<file path="config.mk">
export PLATFORM = sky130hd
export DESIGN_NAME = sync_burst_serial
export DESIGN_NICKNAME = d
export VERILOG_FILES = /design/src/rtl/sync_burst_serial.sv
export SDC_FILE = /design/constraint.sdc
export NUM_CORES = 1
export LEC_CHECK = 0
export ABC_AREA = 1
export BUFFER_PORTS_ARGS = -buffer_cell sky130_fd_sc_hd__buf_4
export CAP_MARGIN = 20
export CELL_PAD_IN_SITES_DETAIL_PLACEMENT = 1
export CELL_PAD_IN_SITES_GLOBAL_PLACEMENT = 1
export CORE_ASPECT_RATIO = 1.4
export CORE_MARGIN = 4
export CORE_UTILIZATION = 46
export CTS_CLUSTER_SIZE = 24
export DETAILED_ROUTE_END_ITERATION = 16
export PLACE_DENSITY_LB_ADDON = 0.08
export SLEW_MARGIN = 10
export SYNTH_ARGS = -nofsm -noshare
export SYNTH_HDL_FRONTEND = slang
export SYNTH_SLANG_ARGS = --single-unit
</file>
<file path="constraint.sdc">
create_clock -name clk -period 2.65 [get_ports clk]
set_clock_uncertainty 0.2 [all_clocks]
set_input_delay 0 -clock clk [delete_from_list [all_inputs] [get_ports clk]]
set_output_delay 0 -clock clk [all_outputs]
set_load 0.02 [all_outputs]
</file>
<file path="src/rtl/sync_burst_serial.sv">
module sync_burst_serial #(
  parameter int W     = 8,
  parameter int DEPTH = 8,
  parameter int HALF  = 8,
  parameter int CW    = $clog2(DEPTH)
) (
  input  logic          clk,
  input  logic          rst_n,
  input  logic          wr_en,
  input  logic [W-1:0]  wr_data,
  input  logic          rd_en,
  output logic [W-1:0]  rd_data,
  input  logic          start,
  input  logic [CW-1:0] count,
  input  logic          mode_int_clk,
  input  logic          mode_cs,
  output logic          done,
  output logic          irq,
  output logic          abort,
  input  logic          sck_i,
  output logic          sck_o,
  output logic          sck_oe,
  input  logic          si,
  output logic          so_o,
  output logic          so_oe,
  input  logic          cs_n
);
  localparam int DW = $clog2(2*HALF);
  localparam int BW = $clog2(W);

  typedef enum logic [1:0] {S_IDLE, S_ARM, S_RUN} st_t;
  st_t state;

  logic [W-1:0]  mem [DEPTH];
  logic [CW-1:0] wptr, rptr, idx, last;
  logic [BW-1:0] bitcnt;
  logic [DW-1:0] div;
  logic [W-1:0]  txsh, rxsh;
  logic          cfg_int, cfg_cs, cs_drv;
  logic          k1, k2, k3, c1, c2, c3;

  logic idle, running, rise_ev, fall_ev, cs_fall, rx_done, mem_we;
  logic [CW-1:0] mem_addr;
  logic [W-1:0]  mem_din;

  assign idle    = (state == S_IDLE);
  assign running = (state == S_RUN);
  assign cs_fall = ~c2 & c3;
  assign rise_ev = running & (cfg_int ? (div == DW'(HALF-1))   : (k2 & ~k3));
  assign fall_ev = running & (cfg_int ? (div == DW'(2*HALF-1)) : (~k2 & k3));
  assign rx_done = rise_ev & (bitcnt == BW'(W-1)) & ~(cfg_cs & c2);

  assign mem_we   = (wr_en & idle) | rx_done;
  assign mem_addr = rx_done ? idx : wptr;
  assign mem_din  = rx_done ? {rxsh[W-2:0], si} : wr_data;
  assign rd_data  = mem[rptr];

  assign sck_o  = ~(running & cfg_int) | (div >= DW'(HALF));
  assign so_o   = txsh[W-1];
  assign so_oe  = cfg_cs ? cs_drv : 1'b1;
  assign sck_oe = cfg_int & so_oe;

  always_ff @(posedge clk) begin
    if (mem_we) mem[mem_addr] <= mem_din;
  end

  always_ff @(posedge clk or negedge rst_n) begin
    if (!rst_n) begin
      {k1, k2, k3} <= 3'b111;
      {c1, c2, c3} <= 3'b111;
      cs_drv <= 1'b0;
    end else begin
      {k1, k2, k3} <= {sck_i, k1, k2};
      {c1, c2, c3} <= {cs_n, c1, c2};
      if (c2)                      cs_drv <= 1'b0;
      else if ((state == S_ARM) && cs_fall) cs_drv <= 1'b1;
    end
  end

  always_ff @(posedge clk or negedge rst_n) begin
    if (!rst_n) begin
      state   <= S_IDLE;
      wptr    <= '0;
      rptr    <= '0;
      idx     <= '0;
      last    <= '0;
      bitcnt  <= '0;
      div     <= '0;
      txsh    <= '0;
      rxsh    <= '0;
      cfg_int <= 1'b0;
      cfg_cs  <= 1'b0;
      done    <= 1'b0;
      irq     <= 1'b0;
      abort   <= 1'b0;
    end else begin
      irq <= 1'b0;
      case (state)
        S_IDLE: begin
          if (wr_en) wptr <= wptr + 1'b1;
          if (rd_en) rptr <= rptr + 1'b1;
          if (start) begin
            cfg_int <= mode_int_clk;
            cfg_cs  <= mode_cs;
            last    <= count - 1'b1;
            idx     <= '0;
            wptr    <= '0;
            rptr    <= '0;
            bitcnt  <= '0;
            div     <= '0;
            done    <= 1'b0;
            abort   <= 1'b0;
            txsh    <= mem[0];
            state   <= mode_cs ? S_ARM : S_RUN;
          end
        end
        S_ARM: begin
          if (cs_fall) begin
            div   <= '0;
            state <= S_RUN;
          end
        end
        S_RUN: begin
          if (cfg_cs && c2) begin
            state <= S_IDLE;
            abort <= 1'b1;
            irq   <= 1'b1;
          end else begin
            if (cfg_int) div <= (div == DW'(2*HALF-1)) ? '0 : div + 1'b1;
            if (rise_ev) begin
              rxsh   <= {rxsh[W-2:0], si};
              bitcnt <= bitcnt + 1'b1;
              if (bitcnt == BW'(W-1)) begin
                bitcnt <= '0;
                if (idx == last) begin
                  state <= S_IDLE;
                  done  <= 1'b1;
                  irq   <= 1'b1;
                end else begin
                  idx <= idx + 1'b1;
                end
              end
            end
            if (fall_ev) begin
              if (bitcnt == '0) txsh <= mem[idx];
              else              txsh <= {txsh[W-2:0], 1'b0};
            end
          end
        end
        default: state <= S_IDLE;
      endcase
    end
  end
endmodule

</file>
==> results of run 1 <==
[power by group through the flow]
stage               logic, mW  clock network [mW]  registers [mW]
global placement       0.0691                   0            1.90
CTS                    0.0891                1.34            1.86
floorplan              0.0196                   0            1.90
detailed placement     0.0728                   0            1.90
global route            0.102                1.42            1.86
finish                 0.0918                1.33            1.86
[cells in the mapped netlist (all sizes together)]
cell    count
nand2     186
inv       102
nand3      72
edfxtp     64
o21ai      61
a21oi      56
dfrtp      42
nor2       35
buf        17
clkbuf     12
ha          9
a31oi       8
nand4       7
dfstp       6
xnor2       4
xor2        4
clkinv      3
nor3        2
o31ai       2
a22oi       1
o21bai      1
[per-layer routing]
| layer | share of wire (%) | wire length (um) | vias to the layer above |
|---|---|---|---|
| met2 | 54 | 9690 | 115 |
| li1 | - | - | 2386 |
| met5 | 0 | 0 | - |
| met1 | 38 | 6850 | 2468 |
| met4 | 4.6 | 824 | 0 |
| met3 | 2.8 | 500 | 42 |
[final timing paths]
path | to | start | cells after the start
worst max-delay path | mem[4][6] | div[0] | 9
worst min-delay path | div[3] | rst_n | 2
worst max register to register | mem[4][6] | div[0] | 9
worst min register to register | k2 | k1 | 0
max in group asynchronous | rxsh[6] | rst_n | 2
min in group clk | mem[3][0] | wr_data[0] | 4
[stage by stage]
step,TNS [ps],std cells,worst slack (ps)
after detailed placement,0,874,106
after CTS,0,909,40.2
after global routing,-1.80,911,-1.02
final,0,911,102
after floorplan,0,694,445
after global placement,0,874,271
[cells by family (layout without fill, tap and decap cells)]
kind of cell	Yosys count	in the layout	share of synthesized area, %
simple gates	302	302	22.4
fa+ha+maj	9	9	1.93
flops	112	112	53.7
buf+inv	134	201	9.22
compound gates	129	129	11.5
xor+xnor	8	8	1.20
[flip-flops by register name (all words and copies together), names as in the netlist]
| name | flops |
|---|---|
| txsh | 8 |
| last | 3 |
| k1 | 1 |
| done | 1 |
| irq | 1 |
| c3 | 1 |
| rptr | 3 |
| div | 4 |
| cfg_cs | 1 |
| c1 | 1 |
| wptr | 3 |
| c2 | 1 |
| mem | 64 |
| rxsh | 7 |
| k2 | 1 |
| cfg_int | 1 |
| bitcnt | 3 |
| cs_drv | 1 |
| abort | 1 |
| idx | 3 |
| k3 | 1 |
| state | 2 |
[layout make-up]
| cell class | instances | area, um^2 | area share [%] |
|---|---|---|---|
| clock buffers | 13 | 240 | 3.52 |
| clock inverters | 3 | 42.5 | 0.624 |
| inverters | 105 | 394 | 5.78 |
| multi-input cells | 448 | 2160 | 31.7 |
| flip-flops and latches | 112 | 3130 | 45.9 |
| well taps | 150 | 188 | 2.75 |
| repair buffers | 80 | 661 | 9.69 |
[timing repair]
action / in CTS / in global routing
gates resized for setup: 0 / 7
endpoints found under the hold margin: 64 / 1
endpoints found under the setup margin: 0 / 33
hold buffers: 19 / 1
buffers inserted: 0 / 0
==> metrics, run 1 <==
status=finished, violations left; Crit Path Max Fanout=12; largest net degree at the start of global routing=49; Hold Path Class=in -> async; P_int=2.63 mW; hold_ws=-2.17 ps; post-route cell area=6820 um^2; DIE AREA=14,600 um^2; TritonCTS clock tree=yes; final worst path period share=96.2%; WP buf/inv=2; routing usage on met1=29.6%; Vias/cell=5.50; total core area=12,400 um^2; crit path launch type=flip-flop; Setup crit end kind=flip-flop; CP required=2510 ps; initial antenna violation count=0; Seq cells post-synth=112; Detailed Route WL=17,900 um; max_slew headroom=50.7%; part of the power in combinational logic=2.8%; Pre-antenna DRT Iters=4; CTS H-tree lvls=3; PwrDens=482 nW/um^2; Antenna Cells=0; worst-skew pair later-pin latency=350 ps; Finished Core Util=55.1%; GR Util met2=47.1%; synth top area cells=edfxtp_1 33%, dfrtp_1 18%, nand2_1 12%, inv_1 6.4%, nand3_1 5.9%; Initial Utilization=47.1%; chip height=141 um; grt peak-use layer=met2; total chip power=3.29 mW; met3 Use GR=3.81%; initial DRC count=269; sequential fraction of the synthesis area=53.7%; IO buf count=35; root buf cell=clkbuf_16; Area after DPL=6320 um^2; nets@finish=786; Top Ports=36; WS Path Type=reg -> reg; Fillers=1,493; top cell type's share of synthesized area=33.0%; first-pass GRT wire length=28,700 um; Max VDD drop=372 uV; Sw Share=19.9%; unrepaired setup endpoints after global routing=yes; DPL Wire Length=12,800 um; Period minus WS final=2550 ps; CP delay by family, top=simple AND/OR/NAND/NOR gates; mean post-synth cell area=8.39 um^2; max-cap viol count=0; most common cell after layout, fill and taps aside=nand2_1; Max Slew Vio Count=0; leak pwr=3.20 nW; clk slew on worst S/H paths=70 ps; layout cell share with drive strength beyond 1=12.1%; sequential share of power=56.6%; Worst-Margin Slew=738 ps; vias post-DR=5,011; CTS Buf Count=9; Yosys cell types=30; cell breakdown of the critical path=ha_1, nand4_1, nand2_2, nand3_2, buf_4, nand2_1, nand3_2, nor2_1, buf_4; Psw=654 uW; final setup fails=0; part of the power in the clock network=40.6%; Area growth syn-to-layout=17.0%; failing checks=negative hold slack; reg2reg setup slack=100 ps; Routed wire per std cell=19.6 um; vias in the first global route=5,354; Max Buffers Root-to-Sink=2; Final Hold Viols=1; Post-Syn Nets=724; most frequent cells in the layout=180 x nand2_1, 100 x inv_1, 69 x nand3_1; Rows=48; number of clock sinks=112; slowest stage cell, crit path=dfrtp_1; GRT Residual Overflow=0; fmax=392 MHz; gpl congestion=0.847; Syn Inst Count=694; YS warnings=0; antenna viol nets, final=0; cell taking the most area after synthesis=edfxtp_1; WP data arrival=2400 ps; Die X-Extent=103 um; Post-Synthesis Cell Area=5820 um^2; slowest stage delay, CP=410 ps; GRT Resource Usage Total=26.1%; drc violations=0
Note: power is estimated with default switching activity, not from simulation.
==> run 2, diff against run 1 <==
SETUP_SLACK_MARGIN = 0.2   (was default)
==> metrics, run 2 (same netlist as run 1, synthesis figures left out) <==
status=finished, violations left; failing checks=negative hold slack; antenna viol nets, final=0 (unchanged); Rows=48 (unchanged); layout cell share with drive strength beyond 1=13.2% (+1.1 points); initial antenna violation count=0 (unchanged); most common cell after layout, fill and taps aside=nand2_1; DPL Wire Length=12,800 um (unchanged); leak pwr=3.22 nW (+0.49%); most frequent cells in the layout=179 x nand2_1, 99 x inv_1, 69 x nand3_1; CP required=2450 ps (-60 ps); nets@finish=790 (+0.51%); total core area=12,400 um^2 (unchanged); number of clock sinks=112 (unchanged); TritonCTS clock tree=yes; Setup crit end kind=output pin; Vias/cell=5.53 (+0.48%); hold_ws=-0.696 ps (+1.47 ps); Crit Path Max Fanout=9 (-3); initial DRC count=369 (+37%); root buf cell=clkbuf_16; Worst Reg-to-Reg Cells=10 (+1); Antenna Cells=0 (unchanged); top flop regs=mem x64, txsh x8, rxsh x7; first-pass GRT wire length=28,600 um (-0.36%); Max VDD drop=371 uV (-0.18%); Top Ports=36 (unchanged); vias in the first global route=5,341 (-0.24%); largest net degree at the start of global routing=49 (unchanged); FF-to-FF End=mem[3][7]; max_slew headroom=54.1% (+3.4 points); drc violations=0 (unchanged); Max Buffers Root-to-Sink=2 (unchanged); WP data arrival=2130 ps (-270 ps); Hold Path Class=in -> async; crit path launch type=flip-flop; Top reg by flops=mem; worst-skew pair later-pin latency=350 ps (about the same); reg2reg setup slack=340 ps (+240 ps); WS Path Type=reg -> out; max FFs per register=64 (unchanged); Pre-antenna DRT Iters=5 (+1); fmax=428 MHz (+9.1%); DIE AREA=14,600 um^2 (unchanged); clk slew on worst S/H paths=70 ps (about the same); unrepaired setup endpoints after global routing=no; FF-to-FF Start=div[0]; vias post-DR=5,057 (+0.92%); Initial Utilization=47.1% (unchanged); dpl ws=106 ps (unchanged); Detailed Route WL=18,200 um (+1.6%); Final Hold Viols=1 (unchanged); max-cap viol count=0 (unchanged); PwrDens=476 nW/um^2 (-1.3%); chip height=141 um (unchanged); final worst path period share=88.1% (-8.1 points); IO buf count=35 (unchanged); CTS Buf Count=9 (unchanged); Worst-Margin Slew=684 ps (-54.2 ps); worst setup slack after layout=315 ps (+213 ps); Routed wire per std cell=19.8 um (+1.2%); Period minus WS final=2330 ps (-213 ps); CTS H-tree lvls=3 (unchanged); final setup fails=0 (unchanged); GRT Resource Usage Total=26.1% (-0.092 points); Max Slew Vio Count=0 (unchanged); gpl congestion=0.847 (unchanged); GRT Residual Overflow=0 (unchanged); Die X-Extent=103 um (unchanged); post-route setup TNS=0 ps (unchanged); Area growth syn-to-layout=18.0%
run 2: changes by cell type in the layout (fill, tap and decap cells not counted), sizes merged:
cell,before,now
dlygate4sd3,20,18
inv,102,101
buf,60,65
clkinv,4,3
clkinvlp,1,4
run 2: timing repair:
action                     4_1_cts  5_1_grt
setup endpoints to repair       88       87
setup buffers                    0        6
hold endpoints to repair        64        0
hold buffers                    18        0
gates cloned                     0        1
gates resized for setup          5        8
pin swaps                        0        0
run 2: worst max-delay path, stage by stage (launching register included):
cell and delay (ps):
dfrtp_1 460, clkinvlp_4 290, buf_4 220, a21oi_1 150
o21ai_0 110, nand2_1 90, nor2_1 60, a31oi_1 220
buf_4 180
run 2: power breakdown:
| group | switching, mW | internal [mW] | total, mW |
|---|---|---|---|
| registers | 0.00432 | 1.86 | 1.86 |
| logic | 0.0503 | 0.0402 | 0.0905 |
| clock network | 0.587 | 0.734 | 1.32 |
| total | 0.641 | 2.63 | 3.27 |
run 2: worst max-delay path by stage:
stage | from | end | slack [ps]
2_1_floorplan | bitcnt[0] | mem[3][0] | 450
3_3_place_gp | k2 | mem[0][3] | 270
3_5_place_dp | div[0] | mem[4][1] | 110
4_1_cts | div[0] | mem[4][6] | 250
5_1_grt | rptr[0] | rd_data[0] | 190
6_report | rptr[0] | rd_data[5] | 320
run 2: layer usage:
layer | part of all wire (%) | global-route usage [%] | up-vias
li1 | - | - | 2396
met4 | 3.3 | 11.3 | 0
met2 | 55 | 47.6 | 112
met5 | 0 | 0 | -
met1 | 38 | 29.5 | 2511
met3 | 2.9 | 3.51 | 38
run 2: cell type report:
class / count / area (um^2)
inverters: 105 / 402
well taps: 150 / 188
multi-input cells: 448 / 2170
repair buffers: 83 / 697
clock inverters: 3 / 42.5
repair inverters: 1 / 5.00
flip-flops and latches: 112 / 3130
fillers: 1496 / 5500
clock buffers: 13 / 240
run 2: through the flow:
stage	util [%]	hold WS [ps]	power [mW]	std cells	cell area [um^2]
floorplan	-	-496	1.91	694	5820
global placement	51.1	-148	1.97	874	6320
detailed placement	51.1	-144	1.97	874	6320
CTS	54.9	13.9	3.29	908	6800
global route	55.6	31.6	3.38	915	6870
finish	55.6	-0.696	3.27	915	6870
==> run 3, diff against run 2 <==
clock period = 2.6 ns   (was 2.65 ns; I/O delays follow)
==> metrics, run 3 (same netlist as run 1, synthesis figures left out) <==
status=finished, violations left; failing checks=negative hold slack; crit path launch=bitcnt[1]; DR top layer=met4; Period minus WS final=2300 ps; Top Ports=36 (unchanged); Max VDD drop=385 uV (+3.6%); top flop regs=mem x64, txsh x8, rxsh x7; leak pwr=3.22 nW (-0.12%); max-cap viol count=0 (unchanged); crit path launch type=flip-flop; CTS H-tree lvls=3 (unchanged); IO buf count=35 (unchanged); CP required=2450 ps (about the same); vias post-DR=4,894 (-3.2%); final setup fails=0 (unchanged); most frequent cells in the layout=180 x nand2_1, 99 x inv_1, 69 x nand3_1; met2 WL=9540 um (-5.3%); CTS Buf Count=9 (unchanged); Fillers=1,499 (+0.20%); layout cell share with drive strength beyond 1=13.7% (+0.49 points); Top reg by flops=mem; drc violations=0 (unchanged); Worst-Margin Slew=879 ps (+195 ps); Die X-Extent=103 um (unchanged); Crit Path Max Fanout=8 (-1); met3 WL=398 um (-24%); TritonCTS clock tree=yes; DIE AREA=14,600 um^2 (unchanged); worst setup slack after layout=303 ps (-12.2 ps); Initial Utilization=47.1% (unchanged); first-pass GRT wire length=27,000 um (-5.6%); largest net degree at the start of global routing=49 (unchanged); max_slew headroom=40.8% (-13 points); Routed wire per std cell=18.9 um (-4.9%); Vias/cell=5.34 (-3.4%); Area growth syn-to-layout=17.6%; fmax=435 MHz; Setup crit end kind=flip-flop; clk slew on worst S/H paths=70 ps (about the same); unrepaired setup endpoints after global routing=no; Hold Path Class=in -> async; max FFs per register=64 (unchanged); initial antenna violation count=0 (unchanged); chip height=141 um (unchanged); Antenna Cells=0 (unchanged); hold_ws=-5.66 ps (-4.97 ps); M1 wire length=6840 um (-1.7%); vias in the first global route=5,204 (-2.6%); worst-skew pair later-pin latency=350 ps (about the same); Max Buffers Root-to-Sink=2 (unchanged); number of clock sinks=112 (unchanged); GRT Residual Overflow=0 (unchanged); total core area=12,400 um^2 (unchanged); DPL Wire Length=12,500 um (-2.5%); Final Hold Viols=10 (+9); initial DRC count=174 (-53%); root buf cell=clkbuf_16; FF-to-FF Start=bitcnt[1]; dpl ws=-31.5 ps (-137 ps); Detailed Route WL=17,300 um (-4.7%); Seq. cell area=3130 um^2 (unchanged); WS Path Type=reg -> reg; gpl congestion=0.842 (-0.61%); final worst path period share=88.3%; antenna viol nets, final=0 (unchanged); GRT Resource Usage Total=24.6% (-1.4 points); Max Slew Vio Count=0 (unchanged); Finished Core Util=55.4% (-0.19 points); most common cell after layout, fill and taps aside=nand2_1; Multi-input gate area=2170 um^2 (+0.23%); WP data arrival=2150 ps (+20 ps); PwrDens=476 nW/um^2 (about the same); nets@finish=792 (+0.25%); Rows=48 (unchanged); Pre-antenna DRT Iters=4 (-1)
[run 3: layout make-up]
cell class,count,area share (%)
multi-input cells,448,31.7
inverters,105,5.83
clock inverters,5,0.493
repair buffers,85,10.0
repair inverters,1,0.0731
clock buffers,11,3.40
flip-flops and latches,112,45.7
well taps,150,2.74
[run 3: what timing repair did]
item / in CTS / in global routing
buffers inserted: 1 / 6
endpoints found under the hold margin: 73 / 2
pin swaps: 1 / 0
resized for setup: 6 / 6
endpoints found under the setup margin: 121 / 94
gates cloned: 0 / 1
hold buffers: 17 / 1
[run 3: path summary, 6_finish.rpt]
kind / endpoint / slack (ps) / depth (start not counted)
max reg2reg: mem[3][2] / 300 / 8
min: div[1] / -6 / 2
max: mem[3][2] / 300 / 8
min in group clk: mem[0][4] / 40 / 3
min reg2reg: k2 / 160 / 0
max in group asynchronous: rptr[1] / 1790 / 2
[run 3: critical path: stages, from the launching register on]
cell,delay [ps]
dfrtp_1,380
ha_1,180
ha_1,270
buf_4,220
nand4_1,200
nand2_1,150
nand2_2,80
nor2_1,110
buf_4,200
[run 3: layer usage]
layer  up-vias  GRT usage (%)
li1       2397              -
met1      2386           28.2
met2        77           46.1
met3        34           2.97
met4         0           8.46
met5         -              0
[run 3: where the power goes]
group	switching (mW)	internal, mW
logic	0.0514	0.0432
clock network	0.619	0.649
registers	0.00412	1.89
[run 3: per-stage QoR]
step / hold WS, ps / setup TNS [ps] / instances / total power [mW] / area [um^2]
floorplan: -496 / 0 / 694 / 1.95 / 5820
global route: 64.2 / 0 / 917 / 3.38 / 6850
finish: -5.66 / 0 / 917 / 3.26 / 6850
global placement: -153 / 0 / 875 / 2.00 / 6320
CTS: 15.8 / 0 / 909 / 3.28 / 6770
detailed placement: -139 / -427 / 875 / 2.01 / 6320
